<file path="src/rtl/ckdiv_pkg.sv">
`timescale 1ns/1ps
package ckdiv_pkg;
    // width of the ratio select field
    localparam int SEL_W  = 3;
    // largest period in input half-periods
    localparam int MAX_HALVES = 12;
    // width of the half-period index
    localparam int HALF_W = $clog2(MAX_HALVES + 1);

    typedef logic [HALF_W-1:0] half_t;

    // one ratio: period and high time, both in input half-periods
    typedef struct packed {
        half_t per;
        half_t hi;
    } ratio_t;

    // registered state of the rising-edge sequencer
    typedef struct packed {
        half_t  ph;    // half-period index of the next slot to emit
        ratio_t cfg;   // ratio of the period in progress
        logic   tog;   // rising-edge term of the output XOR pair
        logic   fall;  // level for the coming falling-edge slot
        logic   bad;   // sticky reserved-code flag
    } seq_t;
endpackage

</file>
<file path="src/rtl/ckdiv_decode.sv">
`timescale 1ns/1ps
module ckdiv_decode
    import ckdiv_pkg::*;
(
    input  logic [SEL_W-1:0] sel_i,
    output ratio_t           cfg_o,
    output logic             reserved_o
);
    half_t per;

    always_comb begin
        reserved_o = 1'b0;
        case (sel_i)
            3'd0:    per = half_t'(2);
            3'd1:    per = half_t'(4);
            3'd2:    per = half_t'(6);
            3'd3:    per = half_t'(8);
            3'd4:    per = half_t'(11);
            3'd5:    per = half_t'(12);
            default: begin
                per        = half_t'(2);
                reserved_o = 1'b1;
            end
        endcase
        cfg_o.per = per;
        // high time rounds up, so an odd period is one half-period longer high
        cfg_o.hi  = half_t'((per + half_t'(1)) >> 1);
    end
endmodule

</file>
<file path="src/rtl/ckdiv_seq.sv">
`timescale 1ns/1ps
module ckdiv_seq
    import ckdiv_pkg::*;
(
    input  logic   clk_i,
    input  logic   rst_ni,
    input  ratio_t cfg_new_i,
    input  logic   reserved_i,
    input  logic   fall_term_i,
    output logic   tog_o,
    output logic   fall_o,
    output logic   bad_o,
    output half_t  ph_o,
    output half_t  per_o
);
    seq_t   st_d, st_q;
    ratio_t cfg0, cfg1;
    half_t  n1;
    logic   h0, h1;

    always_comb begin
        st_d = st_q;
        // slot for the high input phase; a new ratio is taken only at index 0
        cfg0 = (st_q.ph == '0) ? cfg_new_i : st_q.cfg;
        h0   = (st_q.ph < cfg0.hi);
        n1   = (st_q.ph == cfg0.per - half_t'(1)) ? '0 : st_q.ph + half_t'(1);
        // slot for the low input phase; a period may begin here on odd ratios
        cfg1 = (n1 == '0) ? cfg_new_i : cfg0;
        h1   = (n1 < cfg1.hi);
        st_d.ph   = (n1 == cfg1.per - half_t'(1)) ? '0 : n1 + half_t'(1);
        st_d.cfg  = cfg1;
        st_d.tog  = h0 ^ fall_term_i;
        st_d.fall = h1;
        st_d.bad  = st_q.bad | reserved_i;
    end

    always_ff @(posedge clk_i or negedge rst_ni) begin
        if (!rst_ni) begin
            st_q <= '{ph: '0, cfg: '{per: half_t'(2), hi: half_t'(1)},
                       tog: 1'b0, fall: 1'b0, bad: 1'b0};
        end else begin
            st_q <= st_d;
        end
    end

    assign tog_o  = st_q.tog;
    assign fall_o = st_q.fall;
    assign bad_o  = st_q.bad;
    assign ph_o   = st_q.ph;
    assign per_o  = st_q.cfg.per;
endmodule

</file>
<file path="src/rtl/ckdiv_edge.sv">
`timescale 1ns/1ps
module ckdiv_edge (
    input  logic clk_i,
    input  logic rst_ni,
    input  logic tog_i,
    input  logic fall_i,
    output logic fall_term_o,
    output logic clk_o
);
    logic term_d, term_q;

    // set the falling-edge term so that the XOR pair shows fall_i
    always_comb begin
        term_d = fall_i ^ tog_i;
    end

    always_ff @(negedge clk_i or negedge rst_ni) begin
        if (!rst_ni) begin
            term_q <= 1'b0;
        end else begin
            term_q <= term_d;
        end
    end

    assign fall_term_o = term_q;
    // only one term moves at each input edge, so the output cannot glitch
    assign clk_o       = tog_i ^ term_q;
endmodule

</file>
<file path="src/rtl/ckdiv_half.sv">
`timescale 1ns/1ps
module ckdiv_half
    import ckdiv_pkg::*;
(
    input  logic             clk_i,
    input  logic             rst_ni,
    input  logic [SEL_W-1:0] sel_i,
    output logic             clk_o,
    output logic             bad_sel_o
);
    ratio_t cfg_new;
    logic   reserved, tog, fall, fall_term;
    half_t  cur_ph, cur_per;

    ckdiv_decode u_dec (
        .sel_i      (sel_i),
        .cfg_o      (cfg_new),
        .reserved_o (reserved)
    );

    ckdiv_seq u_seq (
        .clk_i       (clk_i),
        .rst_ni      (rst_ni),
        .cfg_new_i   (cfg_new),
        .reserved_i  (reserved),
        .fall_term_i (fall_term),
        .tog_o       (tog),
        .fall_o      (fall),
        .bad_o       (bad_sel_o),
        .ph_o        (cur_ph),
        .per_o       (cur_per)
    );

    ckdiv_edge u_edge (
        .clk_i       (clk_i),
        .rst_ni      (rst_ni),
        .tog_i       (tog),
        .fall_i      (fall),
        .fall_term_o (fall_term),
        .clk_o       (clk_o)
    );
endmodule

</file>
<file path="config.mk">
export PLATFORM = sky130hd
export DESIGN_NAME = ckdiv_half
export DESIGN_NICKNAME = d
export VERILOG_FILES = /design/src/rtl/ckdiv_pkg.sv /design/src/rtl/ckdiv_decode.sv /design/src/rtl/ckdiv_seq.sv /design/src/rtl/ckdiv_edge.sv /design/src/rtl/ckdiv_half.sv
export SDC_FILE = /design/constraint.sdc
export NUM_CORES = 1
export LEC_CHECK = 0
export CORE_MARGIN = 2
export CORE_UTILIZATION = 45
export CTS_CLUSTER_SIZE = 28
export DETAILED_ROUTE_END_ITERATION = 12
export MAX_ROUTING_LAYER = met4
export PLACE_DENSITY = 0.6
export SKIP_LAST_GASP = 1
export SYNTH_ARGS = -nofsm -noshare
export SYNTH_HDL_FRONTEND = slang
export SYNTH_SLANG_ARGS = --single-unit
</file>
<file path="constraint.sdc">
create_clock -name clk_i -period 8.9 [get_ports clk_i]
set_input_delay 1.78 -clock clk_i [delete_from_list [all_inputs] [get_ports clk_i]]
set_output_delay 1.78 -clock clk_i [all_outputs]
set_load 0.005 [all_outputs]
</file>
==> Word-level counts from Yosys, hierarchy flattened <==
Index checks and enable logic that the tools add are counted.
{ "totals": {"output_inout_bits": 2, "n_memories": 0, "rom_bits": 0, "wordCells": 35, "register_bits": 16, "latch_bits": 0, "mem_bits_rw": 0, "in_bits": 5} }
{ "op_classes": {"n_reduce_logical": 4, "bitwise": 4, "eq_ne": 7, "n_mul": 0, "shifts": 0, "n_addsub": 5, "div_mod_pow": 0, "magnitude_cmp": 2, "muxes": 6} }
{ "op_table": {"columns": ["op", "count"], "rows": [
  ["4-bit one-hot mux with 5 select lines", 1],
  ["8-bit two-way mux", 2],
  ["4-bit by 1-bit adder with 4-bit output (second input constant)", 3],
  ["4-bit equality test", 2],
  ["4-bit logical NOT", 2],
  ["4-bit < comparator", 2],
  ["4-bit two-way mux", 2],
  ["4-bit by 1-bit subtractor with 4-bit output (second input constant)", 2],
  ["3-bit by 2-bit equality test with 1-bit output (second input constant)", 2],
  ["3-bit equality test (second input constant)", 2],
  ["6-bit OR reduction", 1],
  ["3-bit by 1-bit equality test with 1-bit output (second input constant)", 1],
  ["3-bit logical NOT", 1],
  ["1-bit XOR", 3],
  ["1-bit two-way mux", 1],
  ["1-bit OR", 1]
]} }

==> Longest topological paths before layout <==
Gate-level depths: netlist (run 1).
{ "logic_depth": {"word_depth": 12, "ltp_mapped": 19, "mapped_depth_nobuf": 18} }

==> By module <==
A second synthesis (run 1) with hierarchy kept.
{ "unflattened": {"cells_unflattened": 175, "area_unflattened_um2": 1611.5} }
{ "modules_own_cells": {"columns": ["module", "area_per_inst_um2", "instances", "cells_each", "seq_area_each_um2"], "rows": [
  ["ckdiv_seq", 1476.4, 1, 159, 377.9],
  ["ckdiv_decode", 92.6, 1, 13, 0.0],
  ["ckdiv_edge", 42.5, 1, 3, 25.0]
]} }

==> results of run 1 <==
[worst max path at each step]
stage | slack, ns | endpoint
after floorplan | 2.09 | clk_o
after global placement | 1.60 | clk_o
after detailed placement | 1.59 | clk_o
after CTS | 1.27 | clk_o
after global routing | 1.18 | clk_o
final | 1.28 | clk_o
[final cells by class]
class / instances / area (um^2)
Timing Repair Buffer: 6 / 60.1
Tap cell: 44 / 55.1
Clock buffer: 4 / 36.3
Inverter: 12 / 45.0
Sequential cell: 16 / 403
Multi-Input combinational cell: 132 / 1010
Fill cell: 323 / 1500
[cell families (layout without fill, tap and decap cells)]
| group | Yosys count | after routing | synth area share (%) |
|---|---|---|---|
| and+or+nand+nor | 53 | 53 | 20.4 |
| AOI/OAI and AO/OA | 42 | 42 | 20.9 |
| buffers and inverters | 17 | 22 | 4.90 |
| DFF | 16 | 16 | 27.2 |
| xor gates and xnor gates | 13 | 13 | 7.69 |
| muxes | 13 | 13 | 9.63 |
| adders and majority gates | 11 | 11 | 9.29 |
[cells in the final DEF (no fill, tap or decap), types with 7 or more instances in the layout]
cell | Yosys | final
sky130_fd_sc_hd__dfrtp_1 | 13 | 13
sky130_fd_sc_hd__inv_1 | 12 | 12
sky130_fd_sc_hd__nor2_1 | 12 | 12
sky130_fd_sc_hd__nand2_1 | 11 | 11
sky130_fd_sc_hd__a21oi_1 | 11 | 11
sky130_fd_sc_hd__ha_1 | 11 | 11
sky130_fd_sc_hd__o21ai_0 | 8 | 8
sky130_fd_sc_hd__nand3_1 | 8 | 8
sky130_fd_sc_hd__xnor2_1 | 7 | 7
[per-stage QoR]
step                      util (%)  cell area [um^2]
after floorplan                  -              1480
after global placement        50.6              1570
after detailed placement      50.6              1570
after CTS                     51.7              1610
after global routing          51.7              1610
final                         51.7              1610
[layer usage]
metal	share of wire, %	GRT usage, %	vias up
met5	0	-	-
met4	1.1	6.99	0
met3	4.6	5.04	4
met2	48	34.5	32
met1	47	26.2	587
li1	-	-	604
[sequential cells by signal, summed over array words and instances (netlist names)]
register and count:
u_edge.fall_term_o 1, u_seq.bad_o 1, u_seq.fall_o 1, u_seq.per_o 4, u_seq.ph_o 4, u_seq.st_q 4
u_seq.tog_o 1
==> results_dict.tcl, run 1 <==
set metrics [dict create \
    grt_pass1_vias 1174 \
    ys_types 49 \
    max_slew.worst_pin.slew_ns 0.679 \
    critical_path.reg2reg.startpoint "u_seq.tog_o" \
    portBuffers 6 \
    drive_gt1_share_pct 14.7 \
    min_from "u_seq.bad_o" \
    hold_viol_final 0 \
    clock_tree_from_tritoncts "built" \
    grt_first_pass_wirelength_um 5470 \
    cp_num_buf_inv 1 \
    hpwl_um 2600 \
    dieWidth_um 61.4 \
    place_inst 210 \
    clock-root-buffer "sky130_fd_sc_hd__clkbuf_4" \
    crit_path_cell_trace "xor2_1 -> clkdlybuf4s50_1" \
    synth_largest_area_cell "sky130_fd_sc_hd__dfrtp_1" \
    synth_async_sr_flop_share_pct 100 \
    cp_max_fo 2 \
    route.detailed.drc 0 \
    setup.worst_path.end_class "primary output" \
    max_cap_violations 0 \
    synth_flop_cell "sky130_fd_sc_hd__dfrtp_1" \
    detail-route-antenna-nets 0 \
    worst_path_largest_cell_delay_ns 0.51 \
    htree_num_levels 1 \
    clock_latency_ns 0.29 \
    core-area_um2 3100 \
    critical_path_required_ns 7.12 \
    final.setup.worst_slack_ns 1.28 \
    grt.overflow.total 0 \
    largest_net_degree_at_the_start_of_global_routing 17 \
    reg2reg_to "u_edge.fall_term_o" \
    timing.critical_path.from_type "flop" \
    detail_route.wirelength_um 3280 \
    num_io_pins 7 \
    final.hold.worst_slack_ns 0.467 \
    postCtsSetupBuffers 0 \
    clkSlewWorstSetupHoldPaths_ns 0.09 \
    post_synth.cell_area_avg_um2 8.98 \
    layout.cells.non_filler 214 \
    worstSetupStartpoint "u_edge.fall_term_o" \
    route.vias.total 1227 \
    worst_r2r_path_depth 1 \
    hold-path-cell-count 1 \
    pre_cts_slack_ns 1.59 \
    cpMaxStageDelayCell "sky130_fd_sc_hd__clkdlybuf4s50_1" \
    cp_top_family "buffers and inverters" \
    synth_sequential_area_ratio_pct 27.2 \
    cts_num_sinks 16 \
    cts-hold-fix-buffers 0 \
    rows 20 \
    antenna_violations_before_repair 0 \
    unrepaired_setup_endpoints_after_global_routing "false" \
    worstSetupPathType "flop to primary output" \
    postSynthRegisterBits 16 \
    timing.reg2reg.setup_slack_ns 3.72 \
    diodes 0 \
    clock_skew_ns 0.00174 \
    postSynthCellCount 165 \
    synth_top_area_share_pct 22.0 \
    avgViaCountPerCell 5.73 \
    cp.arrival_ns 5.84 \
    synth_edf_count 0 \
    firstDrtPassIters 4 \
    worst_hold_path.endpoint "u_seq.bad_o" \
    wl_per_cell_um 15.3 \
    start_util_pct 47.7 \
    timing.critical_path.depth 2 \
    final_net_count 187 \
    run_status "completed" \
    cts_inserted_buffers 3 \
    grt.total_usage_pct 21.3 \
    min-delay-path-class "flop to flop" \
    synth_most_common_cell "sky130_fd_sc_hd__dfrtp_1" \
    ys.warnings.count 0 \
    clock_path_buffers 2 \
    gp_routability_congestion 0.914 \
    synth.top_cells.by_area "sky130_fd_sc_hd__dfrtp_1 22%, sky130_fd_sc_hd__ha_1 9.3%, sky130_fd_sc_hd__mux2_2 4.6%" \
    syn_to_final_growth_pct 8.36 \
    timing.final.setup_violations 0 \
    floorplan.die_area_um2 3770 \
    fin_setup_tns_ns 0 \
    worst_slew_margin_rel_pct 54.6 \
    fp.dieH_um 61.4 \
    postSynthNetCount 181 \
    drt_iter0_drc 34 \
    synth_commonest_cells "13 x sky130_fd_sc_hd__dfrtp_1, 12 x sky130_fd_sc_hd__inv_1, 12 x sky130_fd_sc_hd__nor2_1" \
    final_max_slew_viol_count 0 \
    postCtsResizedCells 0 \
    mappedNetlistArea_um2 1480 \
]
Power of run 1 is not shown: default switching activity piles up to over one toggle a cycle in this logic, so the estimate is an artifact.
==> run 2: changes to the inputs <==
--- a/constraint.sdc
+++ b/constraint.sdc
@@ -3,2 +3,2 @@
 set_output_delay 1.78 -clock clk_i [all_outputs]
-set_load 0.005 [all_outputs]
+set_load 0.02 [all_outputs]
==> run 2 against run 1 <==
Against the previous run:
- setup slack got worse by 0.10 ns
- non-clock buffer count did not move
- final cell count is the same
- die area is the same
- core utilization did not move
- first-iteration DRC count grew 24%
- cell area is the same
- register-to-register slack barely moved
- critical path depth did not move
- wire length decreased by 0.88%
==> results_dict.tcl, run 2 (synthesized netlist as in run 1, its figures left out) <==
set metrics [dict create \
    run_status "completed" \
    worstSetupStartpoint "u_edge.fall_term_o" \
    start_util_pct 47.7 \
    postCtsSetupBuffers 0 \
    grt_first_pass_wirelength_um 5640 \
    timing.critical_path.from_type "flop" \
    rows 20 \
    min_from "u_seq.bad_o" \
    cp_max_fo 2 \
    fill_cells 288 \
    layout_commonest_cell "sky130_fd_sc_hd__dfrtp_1" \
    postCtsResizedCells 0 \
    avgViaCountPerCell 5.66 \
    fp.dieH_um 61.4 \
    route.detailed.drc 0 \
    hold_viol_final 0 \
    grt.overflow.total 0 \
    mostFrequentLayoutCells "13 x sky130_fd_sc_hd__dfrtp_1, 12 x sky130_fd_sc_hd__inv_1, 12 x sky130_fd_sc_hd__nor2_1" \
    clkSlewWorstSetupHoldPaths_ns 0.09 \
    critical_path_required_ns 7.12 \
    cts_num_sinks 16 \
    drive_gt1_share_pct 14.7 \
    antenna_violations_before_repair 0 \
    worstSetupPathType "flop to primary output" \
    cts-hold-fix-buffers 0 \
    clock_path_buffers 2 \
    detail-route-antenna-nets 0 \
    diodes 0 \
    cts_inserted_buffers 3 \
    grt_pass1_vias 1225 \
    clock-root-buffer "sky130_fd_sc_hd__clkbuf_4" \
    min-delay-path-class "flop to flop" \
    final_net_count 187 \
    fin_setup_tns_ns 0 \
    clock_tree_from_tritoncts "built" \
    max_slew.worst_pin.slew_ns 0.698 \
    worst_slew_margin_rel_pct 53.3 \
    firstDrtPassIters 4 \
    layout.cells.non_filler 214 \
    syn_to_final_growth_pct 8.36 \
    grt.total_usage_pct 21.4 \
    place_inst 210 \
    core-area_um2 3100 \
    critical_path.reg2reg.startpoint "u_seq.tog_o" \
    clock_skew_ns 0.00192 \
    detail_route.wirelength_um 3250 \
    wl_per_cell_um 15.2 \
    htree_num_levels 1 \
    gp_routability_congestion 0.925 \
    floorplan.die_area_um2 3770 \
    unrepaired_setup_endpoints_after_global_routing "false" \
    largest_net_degree_at_the_start_of_global_routing 17 \
    setup.worst_path.end_class "primary output" \
    timing.final.setup_violations 0 \
    clock_latency_ns 0.28 \
    final_max_slew_viol_count 0 \
    hpwl_um 2520 \
    max_cap_violations 0 \
    cp.arrival_ns 5.94 \
    route.vias.total 1212 \
    drt_iter0_drc 42 \
    portBuffers 6 \
    num_io_pins 7 \
    dieWidth_um 61.4 \
]
[run 2: cell counts in the layout (fill, tap and decap cells not counted)]
Identical to the previous run, type by type.
[run 2: path summary, 6_finish.rpt]
check,endpoint,slack [ns],depth (start not counted)
worst max-delay path,clk_o,1.18,2
worst min-delay path,u_seq.bad_o,0.46,1
worst max register to register,u_edge.fall_term_o,3.72,1
worst min register to register,u_seq.bad_o,0.46,1
max in group asynchronous,u_edge.fall_term_o,2.19,1
min in group asynchronous,u_seq.tog_o,1.91,1
[run 2: metrics by stage]
| stage | instance area [um^2] | hold WS, ns | setup slack [ns] | util (%) |
|---|---|---|---|---|
| floorplan | 1480 | 0.486 | 1.89 | - |
| global placement | 1570 | 0.455 | 1.48 | 50.6 |
| detailed placement | 1570 | 0.443 | 1.48 | 50.6 |
| CTS | 1610 | 0.465 | 1.17 | 51.7 |
| global route | 1610 | 0.498 | 1.10 | 51.7 |
| finish | 1610 | 0.462 | 1.18 | 51.7 |
[run 2: routing by layer]
metal	routed length [um]	vias up	track usage (%)
li1	-	606	-
met1	1540	573	26.8
met2	1510	29	35.0
met3	165	4	3.99
met4	36	0	6.99
met5	0	-	-
[run 2: area by class of cell]
type | instances | area [um^2] | share of cell area, %
multi-input cells | 132 | 1010 | 62.7
clock buffers | 4 | 36.3 | 2.26
inverters | 12 | 45.0 | 2.81
flip-flops and latches | 16 | 403 | 25.1
well taps | 44 | 55.1 | 3.43
repair buffers | 6 | 60.1 | 3.74
[run 2: critical path: stages (launching register included)]
cell	delay [ns]
sky130_fd_sc_hd__dfrtn_1	0.44
sky130_fd_sc_hd__xor2_1	0.15
sky130_fd_sc_hd__clkdlybuf4s50_1	0.61
Power of run 2 is left out for the same reason.
